[config.mk]
export PLATFORM = sky130hd
export DESIGN_NAME = sdio_rdwait_seq
export DESIGN_NICKNAME = d
export VERILOG_FILES = /design/src/rtl/sdio_rw_pkg.sv /design/src/rtl/sdio_rw_counters.sv /design/src/rtl/sdio_rw_fsm.sv /design/src/rtl/sdio_rdwait_seq.sv
export SDC_FILE = /design/constraint.sdc
export NUM_CORES = 1
export LEC_CHECK = 0
export CORE_MARGIN = 2
export CORE_UTILIZATION = 40
export DETAILED_ROUTE_END_ITERATION = 10
export PLACE_DENSITY_LB_ADDON = 0.25
export RECOVER_POWER = 25
export SYNTH_ARGS = -nofsm -noshare
export SYNTH_HDL_FRONTEND = slang
export SYNTH_SLANG_ARGS = --single-unit
[constraint.sdc]
create_clock -name clk_i -period 5.2 [get_ports clk_i]
set_clock_uncertainty 0.15 [all_clocks]
set_input_delay 1.3 -clock clk_i [delete_from_list [all_inputs] [get_ports clk_i]]
set_output_delay 1.3 -clock clk_i [all_outputs]
set_load 0.01 [all_outputs]
[src/rtl/sdio_rw_pkg.sv]
package sdio_rw_pkg;
  typedef enum logic [1:0] {
    ST_IDLE = 2'd0,
    ST_RUN  = 2'd1,
    ST_WAIT = 2'd2
  } xfer_st_e;
endpackage

[src/rtl/sdio_rw_counters.sv]
module sdio_rw_counters #(
  parameter int BSIZE_W = 12,
  parameter int BCNT_W  = 9
) (
  input  logic               clk_i,
  input  logic               rst_ni,
  input  logic               clr_i,
  input  logic               adv_i,
  input  logic [BSIZE_W-1:0] size_i,
  input  logic [BCNT_W-1:0]  count_i,
  output logic [BSIZE_W-1:0] byte_o,
  output logic [BCNT_W-1:0]  blk_o,
  output logic               last_o
);
  localparam logic [BSIZE_W-1:0] BONE = BSIZE_W'(1);
  localparam logic [BCNT_W-1:0]  KONE = BCNT_W'(1);

  logic [BSIZE_W-1:0] byte_q, size_q;
  logic [BCNT_W-1:0]  blk_q, count_q;
  logic byte_end, blk_end;

  assign byte_end = (byte_q == size_q - BONE);
  assign blk_end  = (blk_q == count_q - KONE);
  assign last_o   = byte_end && blk_end;
  assign byte_o   = byte_q;
  assign blk_o    = blk_q;

  always_ff @(posedge clk_i or negedge rst_ni) begin
    if (!rst_ni) begin
      byte_q  <= '0;
      blk_q   <= '0;
      size_q  <= '0;
      count_q <= '0;
    end else if (clr_i) begin
      byte_q  <= '0;
      blk_q   <= '0;
      size_q  <= size_i;
      count_q <= count_i;
    end else if (adv_i) begin
      if (byte_end) begin
        byte_q <= '0;
        blk_q  <= blk_end ? '0 : blk_q + KONE;
      end else begin
        byte_q <= byte_q + BONE;
      end
    end
  end


  byte_bound_chk: assert property (@(posedge clk_i) disable iff (!rst_ni)
    (size_q != '0) |-> (byte_q < size_q));
endmodule

[src/rtl/sdio_rw_fsm.sv]
module sdio_rw_fsm
  import sdio_rw_pkg::*;
(
  input  logic     clk_i,
  input  logic     rst_ni,
  input  logic     start_i,
  input  logic     cfg_ok_i,
  input  logic     stb_i,
  input  logic     enter_i,
  input  logic     exit_i,
  input  logic     last_i,
  output xfer_st_e st_o,
  output logic     clr_o,
  output logic     adv_o,
  output logic     done_o
);
  xfer_st_e st_q, st_d;
  logic done_q;

  assign clr_o  = (st_q == ST_IDLE) && start_i && cfg_ok_i;
  // read-wait entry wins over a coincident strobe
  assign adv_o  = (st_q == ST_RUN) && stb_i && !enter_i;
  assign st_o   = st_q;
  assign done_o = done_q;

  always_comb begin
    st_d = st_q;
    unique case (st_q)
      ST_IDLE: if (clr_o) st_d = ST_RUN;
      ST_RUN: begin
        if (enter_i)             st_d = ST_WAIT;
        else if (adv_o && last_i) st_d = ST_IDLE;
      end
      ST_WAIT: if (exit_i) st_d = ST_RUN;
      default: st_d = ST_IDLE;
    endcase
  end

  always_ff @(posedge clk_i or negedge rst_ni) begin
    if (!rst_ni) begin
      st_q   <= ST_IDLE;
      done_q <= 1'b0;
    end else begin
      st_q   <= st_d;
      done_q <= adv_o && last_i;
    end
  end


  idle_rw_ignored_chk: assert property (@(posedge clk_i) disable iff (!rst_ni)
    (st_q == ST_IDLE) |=> (st_q != ST_WAIT));

  done_single_chk: assert property (@(posedge clk_i) disable iff (!rst_ni)
    done_q |=> !done_q);

  done_idle_chk: assert property (@(posedge clk_i) disable iff (!rst_ni)
    done_q |-> (st_q == ST_IDLE));
endmodule

[src/rtl/sdio_rdwait_seq.sv]
module sdio_rdwait_seq
  import sdio_rw_pkg::*;
#(
  parameter int BSIZE_W = 12,
  parameter int BCNT_W  = 9
) (
  input  logic               clk_i,
  input  logic               rst_ni,
  input  logic               start_i,
  input  logic [BSIZE_W-1:0] blk_size_i,
  input  logic [BCNT_W-1:0]  blk_count_i,
  input  logic               data_stb_i,
  input  logic               rw_enter_i,
  input  logic               rw_exit_i,
  input  logic               cmd_req_i,
  output logic [BSIZE_W-1:0] byte_cnt_o,
  output logic [BCNT_W-1:0]  blk_cnt_o,
  output logic               busy_o,
  output logic               done_o,
  output logic               rw_active_o,
  output logic               cmd_ok_o,
  output logic               cmd_issue_o,
  output logic               clk_en_o
);
  xfer_st_e st;
  logic clr, adv, last, cfg_ok;

  assign cfg_ok = (blk_size_i != '0) && (blk_count_i != '0);

  sdio_rw_fsm u_fsm (
    .clk_i   (clk_i),
    .rst_ni  (rst_ni),
    .start_i (start_i),
    .cfg_ok_i(cfg_ok),
    .stb_i   (data_stb_i),
    .enter_i (rw_enter_i),
    .exit_i  (rw_exit_i),
    .last_i  (last),
    .st_o    (st),
    .clr_o   (clr),
    .adv_o   (adv),
    .done_o  (done_o)
  );

  sdio_rw_counters #(.BSIZE_W(BSIZE_W), .BCNT_W(BCNT_W)) u_cnt (
    .clk_i  (clk_i),
    .rst_ni (rst_ni),
    .clr_i  (clr),
    .adv_i  (adv),
    .size_i (blk_size_i),
    .count_i(blk_count_i),
    .byte_o (byte_cnt_o),
    .blk_o  (blk_cnt_o),
    .last_o (last)
  );

  assign busy_o      = (st != ST_IDLE);
  assign rw_active_o = (st == ST_WAIT);
  assign cmd_ok_o    = (st != ST_RUN);
  assign cmd_issue_o = cmd_req_i && cmd_ok_o;
  // card clock never gated by read-wait
  assign clk_en_o    = busy_o;


  rw_freeze_chk: assert property (@(posedge clk_i) disable iff (!rst_ni)
    rw_active_o |=> ($stable(byte_cnt_o) && $stable(blk_cnt_o) && busy_o));

  rw_clk_chk: assert property (@(posedge clk_i) disable iff (!rst_ni)
    rw_active_o |-> clk_en_o);

  rw_cmd_chk: assert property (@(posedge clk_i) disable iff (!rst_ni)
    (rw_active_o && cmd_req_i) |-> cmd_issue_o);

  rw_no_done_chk: assert property (@(posedge clk_i) disable iff (!rst_ni)
    rw_active_o |=> !done_o);
endmodule

* Yosys cells after proc, flatten, opt, wreduce, memory -nomap -nowiden *
Index checks and enable logic that the tools add are counted.

operators by class
  eq/ne operators = 8
  reductions and logical operators = 17
  multiplexer cells = 12
  add/sub/neg operators = 4

operators by type and width
  kind                   number
  $mux 12                3
  $mux 9                 4
  $add 12x1->12 const B  1
  $eq 12x12->1           1
  $reduce_bool 12->1     1
  $sub 12x1->12 const B  1
  $add 9x1->9 const B    1
  $eq 9x9->1             1
  $reduce_bool 9->1      1
  $sub 9x1->9 const B    1
  $logic_and 1x1->1      8
  $mux 2                 4
  $pmux 2 s3             1
  $reduce_bool 2->1      3
  $ne 2x2->1 const B     2
  $ne 3x3->1 const B     1
  $reduce_and 3->1       1
  $eq 2x1->1 const B     1
  $eq 2x2->1 const B     1
  $logic_not 2->1        1
  $ne 2x1->1 const B     1
  $reduce_and 2->1       1
  $logic_not 1->1        1

storage, ports and cells
  output and inout bits = 27
  register bits = 45
  bits of input ports = 28
  logic and storage cells = 47

* Logic depth before layout (Yosys ltp) *
  depth in word-level cells = 7
  gate-level depth with buffers = 10
  mapped depth without buffers = 9

* Cells and area by module *
Synthesis repeated with hierarchy kept, for this count alone.

second synthesis, totals
  cell total of the unflattened synthesis = 322
  area total of the unflattened synthesis = 3002.9 um^2

by module, submodules not included
  module            area an instance (um^2)  times used  cells each
  sdio_rw_counters  2771.4                   1           296
  sdio_rw_fsm       152.6                    1           13
  sdio_rdwait_seq   78.8                     1           13

* Worst setup path after synthesis *
No wires, ideal clock.

  path type = input port to output port
  start = in cmd_req_i
  end = out cmd_issue_o
  stages on the path = 1
  path slack = 2.304 ns
  arrival time = 1.446 ns
  path through = and2_1

on the way
  word-level cells in the longest chain between the ends = 1

ends and longest elaborated chain
  element            RTL line               source
  from (decl)        sdio_rdwait_seq.sv:15  input logic cmd_req_i,
  $logic_and 1x1->1  sdio_rdwait_seq.sv:60  assign cmd_issue_o = cmd_req_i && cmd_ok_o;
  to (decl)          sdio_rdwait_seq.sv:22  output logic cmd_issue_o,

No other way between the ends.

* Final worst setup path *
Same ends and word-level chain as after synthesis.

==> results.sh <==
export IMPL_synth_common_cells="76 x nand2_1, 45 x dfrtp_1, 20 x nand3_1"
export IMPL_rows=31
export IMPL_syn_nets=388
export IMPL_dpl_instance_area_um2=3580
export IMPL_root_buffer="clkbuf_8"
export IMPL_numCtsBuffers=5
export IMPL_start_util_pct=41.3
export IMPL_grt_busiest_layer="met2"
export IMPL_fill_cells=712
export IMPL_relSlewSlack_pct=-65.1
export IMPL_insertion_delay_ns=0.30
export IMPL_synth_edf_count=0
export IMPL_vias=2793
export IMPL_cts_resized_gates=0
export IMPL_power_w=0.00158
export IMPL_post_route_period_util_pct=73.5
export IMPL_post_cts_setup_buffers=0
export IMPL_avgSynthCellArea_um2=8.42
export IMPL_post_route_drc_count=0
export IMPL_cp_start_kind="primary input"
export IMPL_met3_usage_pct=3.34
export IMPL_htreeDepth=2
export IMPL_ys_flop_type="dfrtp_1"
export IMPL_core_area_um2=7250
export IMPL_drive_above_1_share_pct=5.96
export IMPL_tns_ns=0
export IMPL_powerDensity_nw_per_um2=427
export IMPL_irDropWorstVdd_mv=0.234
export IMPL_worstPathArrival_ns=2.37
export IMPL_whs_ns=0.371
export IMPL_crit_family="buffers and inverters"
export IMPL_cpPeakStageDelay_ns=0.52
export IMPL_synth_area_um2=3000
export IMPL_fin_area_um2=3700
export IMPL_yosys_cell_types_count=57
export IMPL_ys_top_cells_by_area="dfrtp_1 38%, nand2_1 9.5%, xnor2_1 4.4%"
export IMPL_use_met2_pct=34.0
export IMPL_dp_hpwl_mm=5.64
export IMPL_clock_fmax_mhz=261
export IMPL_worst_path_max_delay_cell="clkdlybuf4s50_1"
export IMPL_pin_count=55
export IMPL_gp_congestion=0.831
export IMPL_ant_nets=0
export IMPL_wl_per_cell_um=15.2
export IMPL_dieHeight_um=90.6
export IMPL_ys_seq_area_share_pct=37.6
export IMPL_critPathCaptureType="output pin"
export IMPL_hold_class="reg2reg"
export IMPL_cts_clk_slew_worst_paths_ns=0.08
export IMPL_ys_ff_latch=45
export IMPL_tritoncts="yes"
export IMPL_rsz0062_at_grt="no"
export IMPL_crit_path_max_fanout=1
export IMPL_via_per_inst=5.56
export IMPL_fp_dieW_um=90.6
export IMPL_synth_top_area_share_pct=37.6
export IMPL_drt_pass1_iter_count=4
export IMPL_crit_buf_inv=2
export IMPL_portBuffers=54
export IMPL_hold_viol_final=0
export IMPL_tightestPinTransition_ns=2.48
export IMPL_diodes=0
export IMPL_cts_sinks=45
export IMPL_run_status="finished, violations left"
export IMPL_nets=434
export IMPL_syn_instance_count=356
export IMPL_first_global_vias=2780
export IMPL_postCtsHoldBufs=0
export IMPL_required_ns=3.75
export IMPL_antenna_found_initial=0
export IMPL_crit_type="in2out"
export IMPL_maxCapViolations=1
export IMPL_track_usage_pct=19.3
export IMPL_post_synth_top_count_cell="nand2_1"
export IMPL_worstPathCellList="clkdlybuf4s50_1 -> and2_1 -> clkdlybuf4s50_1"
export IMPL_regArea_um2=1130
export IMPL_fin_util_pct=51.0
export IMPL_synth_top_cell_by_area="dfrtp_1"
export IMPL_grt_pass1_wl_mm=13.1
export IMPL_grt_max_degree=46
export IMPL_wl_mm=7.65
export IMPL_clock_path_buffers=2
export IMPL_cp_common_cell="clkdlybuf4s50_1"
export IMPL_die_area_um2=8200
export IMPL_synth_async_reset_ratio_pct=100
export IMPL_area_growth_pct=23.5
export IMPL_drtIter0Drc=104
export IMPL_multi_input_area_um2=1750
export IMPL_synth_warnings=0
export IMPL_drv_slew=46
export IMPL_grt_remaining_overflow=0
export IMPL_use_met1_pct=23.8
export IMPL_finalSetupViolations=0
export IMPL_p_leak_nw=1.55
export IMPL_fin_crit_ns=3.82
export IMPL_violations="capacitance limit, slew limit"
state kept, by name, summed over array words and instances (netlist names):
name           cells
u_cnt.byte_o      12
u_cnt.size_q      12
u_cnt.blk_o        9
u_cnt.count_q      9
u_fsm.st_o         2
u_fsm.done_o       1
worst reg2reg max path, stage by stage, from the launching register on:
cell and delay [ns]:
dfrtp_1 0.43, inv_1 0.08, ha_1 0.31, xor2_1 0.16
nand2_1 0.06, a211oi_1 0.34, o2111ai_2 0.23, a211oi_2 0.79
nor3_1 0.11, a211o_1 0.30
metal layers:
layer / up-vias / routed length [µm] / share of wire [%]
li1: 1363 / - / -
met1: 1344 / 3380 / 44
met2: 74 / 3780 / 49
met3: 12 / 338 / 4.4
met4: 0 / 144 / 1.9
met5: - / 0 / 0
logic make-up after synthesis:
family,synth area share [%]
DFF,37.6
buffers and inverters,4.01
adders and majority gates,1.67
muxes,0.334
xor gates and xnor gates,7.31
and+or+nand+nor,32.6
AOI/OAI and AO/OA,16.5
worst paths after layout:
check                                   endpoint  depth (start not counted)  slack [ns]        startpoint
worst min-delay path            u_cnt.size_q[11]                          2        0.37  u_cnt.size_q[11]
worst max-delay path                 cmd_issue_o                          3        1.38         cmd_req_i
worst max register to register  u_cnt.byte_o[11]                          9        2.13   u_cnt.size_q[0]
worst min register to register  u_cnt.size_q[11]                          2        0.37  u_cnt.size_q[11]
max in group asynchronous         u_cnt.blk_o[0]                          1        1.89            rst_ni
min in group asynchronous        u_cnt.byte_o[3]                          1        1.61            rst_ni
report_power, final:
part	switching (W)	internal (W)	leakage, nW
logic	0.000384	0.000321	0.901
clock network	0.000121	0.000157	0.0585
registers	0.000154	0.000443	0.589
layout make-up:
cell class | count | area share [%]
Multi-Input combinational cell | 285 | 47.3
Sequential cell | 45 | 30.4
Timing Repair Buffer | 56 | 14.8
Tap cell | 99 | 3.35
Clock buffer | 7 | 2.33
Inverter | 9 | 0.913
Clock inverter | 1 | 0.812
placed cells by master (no fill, tap or decap), drive strengths merged, types with 5 or more instances in the layout:
cell           synthesis  routed
nor3                   9       9
nand2                 77      77
or4                    5       5
and3                   8       8
a211oi                 9       9
xor2                  10      10
inv                    9       9
nor2                  18      18
xnor2                 15      15
or3                    7       7
o21ai                 13      13
nand4                  5       5
a21o                   7       7
nand2b                 5       5
a21oi                 10      10
nor4                   7       7
clkdlybuf4s50          0      52
clkbuf                 9       8
nand3                 21      21
dfrtp                 45      45
stage by stage:
| step | cells | worst slack, ns |
|---|---|---|
| global placement | 494 | 1.37 |
| detailed placement | 494 | 1.35 |
| CTS | 502 | 1.37 |
| floorplan | 356 | 2.30 |
| finish | 502 | 1.38 |
| global route | 502 | 1.30 |
No activity file was read; power rests on OpenSTA's default activity.
